<file path="src/rtl/sat_pkg.sv">
package sat_pkg;

  typedef enum logic [1:0] {
    OP_ADD  = 2'd0,
    OP_SUB  = 2'd1,
    OP_RSUB = 2'd2,
    OP_SUBI = 2'd3
  } sat_op_e;

  localparam int FLAG_W = 5;
  localparam int FLG_Z   = 0;
  localparam int FLG_S   = 1;
  localparam int FLG_OV  = 2;
  localparam int FLG_CY  = 3;
  localparam int FLG_SAT = 4;

endpackage

</file>
<file path="src/rtl/sat_arith_core.sv">
module sat_arith_core
  import sat_pkg::*;
#(
  parameter int DATA_W = 32,
  parameter int IMM_W  = 16
) (
  input  sat_op_e             op,
  input  logic [DATA_W-1:0]   src,
  input  logic [DATA_W-1:0]   dst,
  input  logic [IMM_W-1:0]    imm,
  output logic [DATA_W-1:0]   clamped,
  output logic                ovf,
  output logic                carry
);

  localparam int MSB = DATA_W - 1;
  localparam logic [DATA_W-1:0] POS_LIMIT = {1'b0, {(DATA_W-1){1'b1}}};
  localparam logic [DATA_W-1:0] NEG_LIMIT = {1'b1, {(DATA_W-1){1'b0}}};

  // Signed overflow: compare operand signs against the wrapped result sign.
  function automatic logic detect_ovf(input logic is_sub, input logic xs,
                                      input logic ys, input logic rs);
    if (is_sub) return (xs != ys) && (rs != xs);
    else        return (xs == ys) && (rs != xs);
  endfunction

  // Clamp direction follows the sign of the left operand.
  function automatic logic [DATA_W-1:0] clamp_val(input logic ov_hit, input logic xs,
                                                  input logic [DATA_W-1:0] raw);
    if (!ov_hit) return raw;
    return xs ? NEG_LIMIT : POS_LIMIT;
  endfunction

  logic [DATA_W-1:0] lhs, rhs, imm_ext;
  logic              is_sub;
  logic [DATA_W:0]   wide;
  logic [DATA_W-1:0] raw_val;

  assign imm_ext = {{(DATA_W-IMM_W){imm[IMM_W-1]}}, imm};

  always_comb begin
    lhs    = dst;
    rhs    = src;
    is_sub = 1'b0;
    unique case (op)
      OP_ADD:  begin lhs = dst; rhs = src;     is_sub = 1'b0; end
      OP_SUB:  begin lhs = dst; rhs = src;     is_sub = 1'b1; end
      OP_RSUB: begin lhs = src; rhs = dst;     is_sub = 1'b1; end
      OP_SUBI: begin lhs = dst; rhs = imm_ext; is_sub = 1'b1; end
      default: begin lhs = dst; rhs = src;     is_sub = 1'b0; end
    endcase
  end

  assign wide    = is_sub ? ({1'b0, lhs} - {1'b0, rhs}) : ({1'b0, lhs} + {1'b0, rhs});
  assign raw_val = wide[DATA_W-1:0];
  assign carry   = wide[DATA_W];
  assign ovf     = detect_ovf(is_sub, lhs[MSB], rhs[MSB], raw_val[MSB]);
  assign clamped = clamp_val(ovf, lhs[MSB], raw_val);

endmodule

</file>
<file path="src/rtl/sat_flag_reg.sv">
module sat_flag_reg
  import sat_pkg::*;
(
  input  logic              clk,
  input  logic              rst_n,
  input  logic              upd_en,
  input  logic              new_z,
  input  logic              new_s,
  input  logic              new_ov,
  input  logic              new_cy,
  input  logic              wr_en,
  input  logic [FLAG_W-1:0] wr_data,
  output logic [FLAG_W-1:0] flags_q
);

  logic [FLAG_W-1:0] op_flags;

  always_comb begin
    op_flags          = '0;
    op_flags[FLG_Z]   = new_z;
    op_flags[FLG_S]   = new_s;
    op_flags[FLG_OV]  = new_ov;
    op_flags[FLG_CY]  = new_cy;
    op_flags[FLG_SAT] = flags_q[FLG_SAT] | new_ov;
  end

  always_ff @(posedge clk or negedge rst_n) begin
    if (!rst_n)      flags_q <= '0;
    else if (wr_en)  flags_q <= wr_data;
    else if (upd_en) flags_q <= op_flags;
  end

  // an operation never clears a set SAT flag
  a_r3_sat_sticky: assert property (@(posedge clk) disable iff (!rst_n)
    (flags_q[FLG_SAT] && !wr_en) |=> flags_q[FLG_SAT]);

  // a write strobe loads the status exactly
  a_r8_write_loads: assert property (@(posedge clk) disable iff (!rst_n)
    wr_en |=> (flags_q == $past(wr_data)));

endmodule

</file>
<file path="src/rtl/sat_alu_unit.sv">
module sat_alu_unit
  import sat_pkg::*;
#(
  parameter int DATA_W = 32,
  parameter int IMM_W  = 16
) (
  input  logic              clk,
  input  logic              rst_n,
  input  logic              op_valid,
  input  logic [1:0]        op_sel,
  input  logic [DATA_W-1:0] src_opnd,
  input  logic [DATA_W-1:0] dst_opnd,
  input  logic [IMM_W-1:0]  imm_opnd,
  input  logic              stat_wr,
  input  logic [4:0]        stat_wr_data,
  output logic [DATA_W-1:0] result,
  output logic [4:0]        status
);

  localparam logic [DATA_W-1:0] POS_LIMIT = {1'b0, {(DATA_W-1){1'b1}}};
  localparam logic [DATA_W-1:0] NEG_LIMIT = {1'b1, {(DATA_W-1){1'b0}}};

  sat_op_e           op_dec;
  logic [DATA_W-1:0] clamp_res;
  logic              ovf_evt;
  logic              carry_evt;
  logic              res_zero;
  logic              res_neg;
  logic [DATA_W-1:0] result_q;

  assign op_dec = sat_op_e'(op_sel);

  sat_arith_core #(.DATA_W(DATA_W), .IMM_W(IMM_W)) u_core (
    .op      (op_dec),
    .src     (src_opnd),
    .dst     (dst_opnd),
    .imm     (imm_opnd),
    .clamped (clamp_res),
    .ovf     (ovf_evt),
    .carry   (carry_evt)
  );

  assign res_zero = (clamp_res == '0);
  assign res_neg  = clamp_res[DATA_W-1];

  sat_flag_reg u_flags (
    .clk     (clk),
    .rst_n   (rst_n),
    .upd_en  (op_valid),
    .new_z   (res_zero),
    .new_s   (res_neg),
    .new_ov  (ovf_evt),
    .new_cy  (carry_evt),
    .wr_en   (stat_wr),
    .wr_data (stat_wr_data),
    .flags_q (status)
  );

  always_ff @(posedge clk or negedge rst_n) begin
    if (!rst_n)        result_q <= '0;
    else if (op_valid) result_q <= clamp_res;
  end

  assign result = result_q;

  // an overflowing operation delivers one of the two limits
  a_r1_clamp_limits: assert property (@(posedge clk) disable iff (!rst_n)
    (op_valid && !stat_wr && ovf_evt) |=> (result == POS_LIMIT || result == NEG_LIMIT));

  // a clamp raises both OV and SAT
  a_r2_clamp_flags: assert property (@(posedge clk) disable iff (!rst_n)
    (op_valid && !stat_wr && ovf_evt) |=> (status[FLG_OV] && status[FLG_SAT]));

  // sign and zero flags agree with the delivered result
  a_r5_sz_track: assert property (@(posedge clk) disable iff (!rst_n)
    (op_valid && !stat_wr) |=> (status[FLG_S] == result[DATA_W-1] &&
                                status[FLG_Z] == (result == '0)));

  // idle cycles hold both result and status
  a_r9_idle_hold: assert property (@(posedge clk) disable iff (!rst_n)
    (!op_valid && !stat_wr) |=> ($stable(result) && $stable(status)));

endmodule

</file>
<file path="config.mk">
export PLATFORM = sky130hd
export DESIGN_NAME = sat_alu_unit
export DESIGN_NICKNAME = d
export VERILOG_FILES = /design/src/rtl/sat_pkg.sv /design/src/rtl/sat_arith_core.sv /design/src/rtl/sat_flag_reg.sv /design/src/rtl/sat_alu_unit.sv
export SDC_FILE = /design/constraint.sdc
export NUM_CORES = 1
export LEC_CHECK = 0
export ABC_AREA = 1
export CORE_MARGIN = 2
export CORE_UTILIZATION = 40
export DETAILED_ROUTE_END_ITERATION = 8
export DONT_BUFFER_PORTS = 1
export PLACE_DENSITY = 0.6
export SETUP_SLACK_MARGIN = 0.2
export SYNTH_ARGS = -nofsm -noshare
export SYNTH_HDL_FRONTEND = slang
export SYNTH_SLANG_ARGS = --single-unit
</file>
<file path="constraint.sdc">
create_clock -name clk -period 1 [get_ports clk]
set_input_delay 0 -clock clk [delete_from_list [all_inputs] [get_ports clk]]
set_output_delay 0 -clock clk [all_outputs]
set_load 0.05 [all_outputs]
</file>
==> results.ini <==
[global_route]
grt_usage = 0.258
grt_overflow = 0
antenna_found_initial = 0
grt_max_degree = 41
busiest_layer = met2
grt_pass1_wl_um = 31300
first_global_vias = 6702
grt_use_met1 = 0.351
grt_use_met3 = 0.0159
use_met2 = 0.441

[detailed_routing]
firstDrtPassIters = 5
first_iter_violations = 339
route.detailed.drc = 0
ant_nets = 0
via_per_inst = 4.99
finalWirelength_um = 20300
num_vias = 7194
wire_per_inst_um = 14.1

[final_layout]
antennaDiodeCount = 0
mostFrequentLayoutCells = 294 x buf_4, 238 x nand2_1, 90 x inv_1
drive_above_1_share = 0.436
mostFrequentLayoutCell = buf_4
fin_util = 0.697
stdcell_area_sq_um = 9560
finalNonFillerCells = 1442
area_delta_synth_final_pct = 71.6
nNetsFinal = 1387

[sta]
holdWs_ns = -0.594
finalCritPeriodShare = 3.42
worst_slew_pin_slew_ns = 0.487
fmax_ghz = 0.292
rsz0062_at_grt = true
setup_viol = 37
fin_skew_ns = 0
fin_crit_ns = 3.42
finalMaxSlewViolations = 0
hold_viol = 67
slew_headroom = 0.672
timing.final.ws_setup_ns = -2.42

[floorplan]
io_pins = 128
die_h_um = 122
die_w_um = 122
start_util = 0.406
fp-row-count = 43
core_area_sq_um = 13700
dieArea_sq_um = 14900

[placement]
numPortBuffers = 0
gp_congestion = 0.907
dp.cells = 1349
placed_cell_area_sq_um = 7840
hpwl_um = 14800

[power_and_ir_drop]
power_density_nw_per_um2 = 1790
power.leakage_nw = 4.85
p_total_mw = 17.2
peakVddDrop_mv = 0.867

[critical_path]
reg2reg_setup_slack_ns = 0.03
rr_startpoint = u_flags.flags_q[4]
worstSetupPathType = primary input to flop
reg2regPathDepth = 4
arrival_ns = 3.56
rr_endpoint = u_flags.flags_q[4]
endpoint = u_flags.flags_q[4]
cp_slowest_cell = ha_1
cp-end-kind = flop
cpMostUsedCell = nand2_2
start_kind = primary input
crit_start = op_sel[0]
crit_fanout = 12
critPathRequiredTime_ns = 1.14
crit_path_max_incr_delay_ns = 0.29

[clock_network]
cts_sinks = 37
ctsRootBufferMaster = clkbuf_16
numCtsBuffers = 5
clk_transition_reported_paths_ns = 0.06
clock_latency_ns = 0.28
cts_hold_buf = 7
h-tree-depth = 2
cts_tree = done
cts_buffer_depth = 2

[outcome]
violations = hold timing, setup timing
status = finished, violations left

[synthesis]
synthDistinctLibCells = 54
ys_warn_count = 0
synth-seq-cells = 37
synth_nets = 1044
yosysSeqAreaShare = 0.166
synth_cells = 919
synthFlopType = dfrtp_1
async_flop_share = 1.00
syn-mean-instance-area_sq_um = 6.06
syn-cell-area_sq_um = 5570
synth_edf_count = 0

[run]
max_cap_viol_count = 0

[hold_path]
min-delay-path-class = primary input to asynchronous set/reset pin

-- sequential cells by signal, indices dropped and copies added, names as in the netlist --
signal / flops
result: 32
u_flags.flags_q: 5
-- worst max-delay path: cells and delay by family --
kind | cells | cell delay [ns]
simple gates | 19 | 2.02
compound gates | 5 | 0.63
buf+inv | 4 | 0.41
fa+ha+maj | 1 | 0.29
xor+xnor | 1 | 0.18
-- stage by stage --
step	worst slack (ns)	hold slack, ns	setup TNS [ns]
CTS	-2.30	-0.588	-81.40
global route	-2.61	-0.598	-92.44
global placement	-2.56	-0.295	-91.57
finish	-2.42	-0.594	-85.00
detailed placement	-2.70	-0.295	-96.14
floorplan	-2.42	-0.296	-86.55
-- how the worst min path moves through the flow --
stage | from | to | slack [ns] | cells past startpoint
final | rst_n | result[25] | -0.59 | 0
after global routing | rst_n | result[16] | -0.60 | 0
after CTS | rst_n | result[30] | -0.59 | 0
after detailed placement | rst_n | result[4] | -0.29 | 0
after global placement | rst_n | result[4] | -0.29 | 0
after floorplan | rst_n | result[0] | -0.30 | 0
-- logic make-up (layout without fill, tap and decap cells) --
group,Yosys count,after routing,share of synthesized area
and+or+nand+nor,453,455,0.342
xor gates and xnor gates,54,54,0.0863
AOI/OAI and AO/OA,196,196,0.216
buffers and inverters,144,485,0.111
DFF,37,37,0.166
muxes,1,1,0.00180
adders and majority gates,34,34,0.0777
-- synthesized netlist by cell type, types with 3 or more instances --
cell | number | area (sq um)
nand4_1 | 9 | 56.3
a22oi_1 | 3 | 22.5
o21bai_1 | 5 | 37.5
o21ai_0 | 55 | 275
a31oi_1 | 3 | 18.8
a221oi_1 | 3 | 26.3
buf_4 | 4 | 30.0
a21oi_2 | 8 | 70.1
ha_1 | 33 | 413
nand2_2 | 9 | 56.3
a21oi_1 | 69 | 345
buf_2 | 6 | 30.0
buf_6 | 5 | 56.3
nand2_1 | 275 | 1030
clkbuf_1 | 12 | 45.0
o211ai_1 | 11 | 82.6
nor2_2 | 8 | 50.1
o21a_1 | 3 | 22.5
inv_1 | 99 | 372
o21ai_2 | 6 | 52.6
nor3_1 | 8 | 40.0
o21ai_1 | 15 | 75.1
nand3_1 | 31 | 155
a21o_1 | 4 | 30.0
nor2_1 | 98 | 368
xnor2_1 | 8 | 70.1
dfrtp_1 | 37 | 926
xor2_1 | 45 | 394
inv_2 | 15 | 56.3
-- cell type report --
type	count	area, sq um
Fill cell	1136	4160
Multi-Input combinational cell	740	4710
Sequential cell	37	926
Clock buffer	7	143
Timing Repair Buffer	362	3100
Inverter	116	455
Tap cell	180	225
-- where the power goes --
group | internal [mW] | total, mW | switching (mW)
combinational | 6.21 | 13.2 | 7.01
clock | 0.978 | 1.55 | 0.574
sequential | 2.00 | 2.39 | 0.391
-- timing repair --
item / 4_1_cts / 5_1_grt
setup endpoints to repair: 74 / 74
setup buffers: 51 / 22
resized for setup: 130 / 90
endpoints found under the hold margin: 74 / 67
pin swaps: 33 / 42
cloned: 5 / 1
-- routing by layer --
layer  part of all wire  vias up
met5                  0        -
met4              0.027        0
met3              0.042       39
met2               0.47      217
met1               0.46     3265
li1                   -     3673
Power figures use the tool's default switching activity.
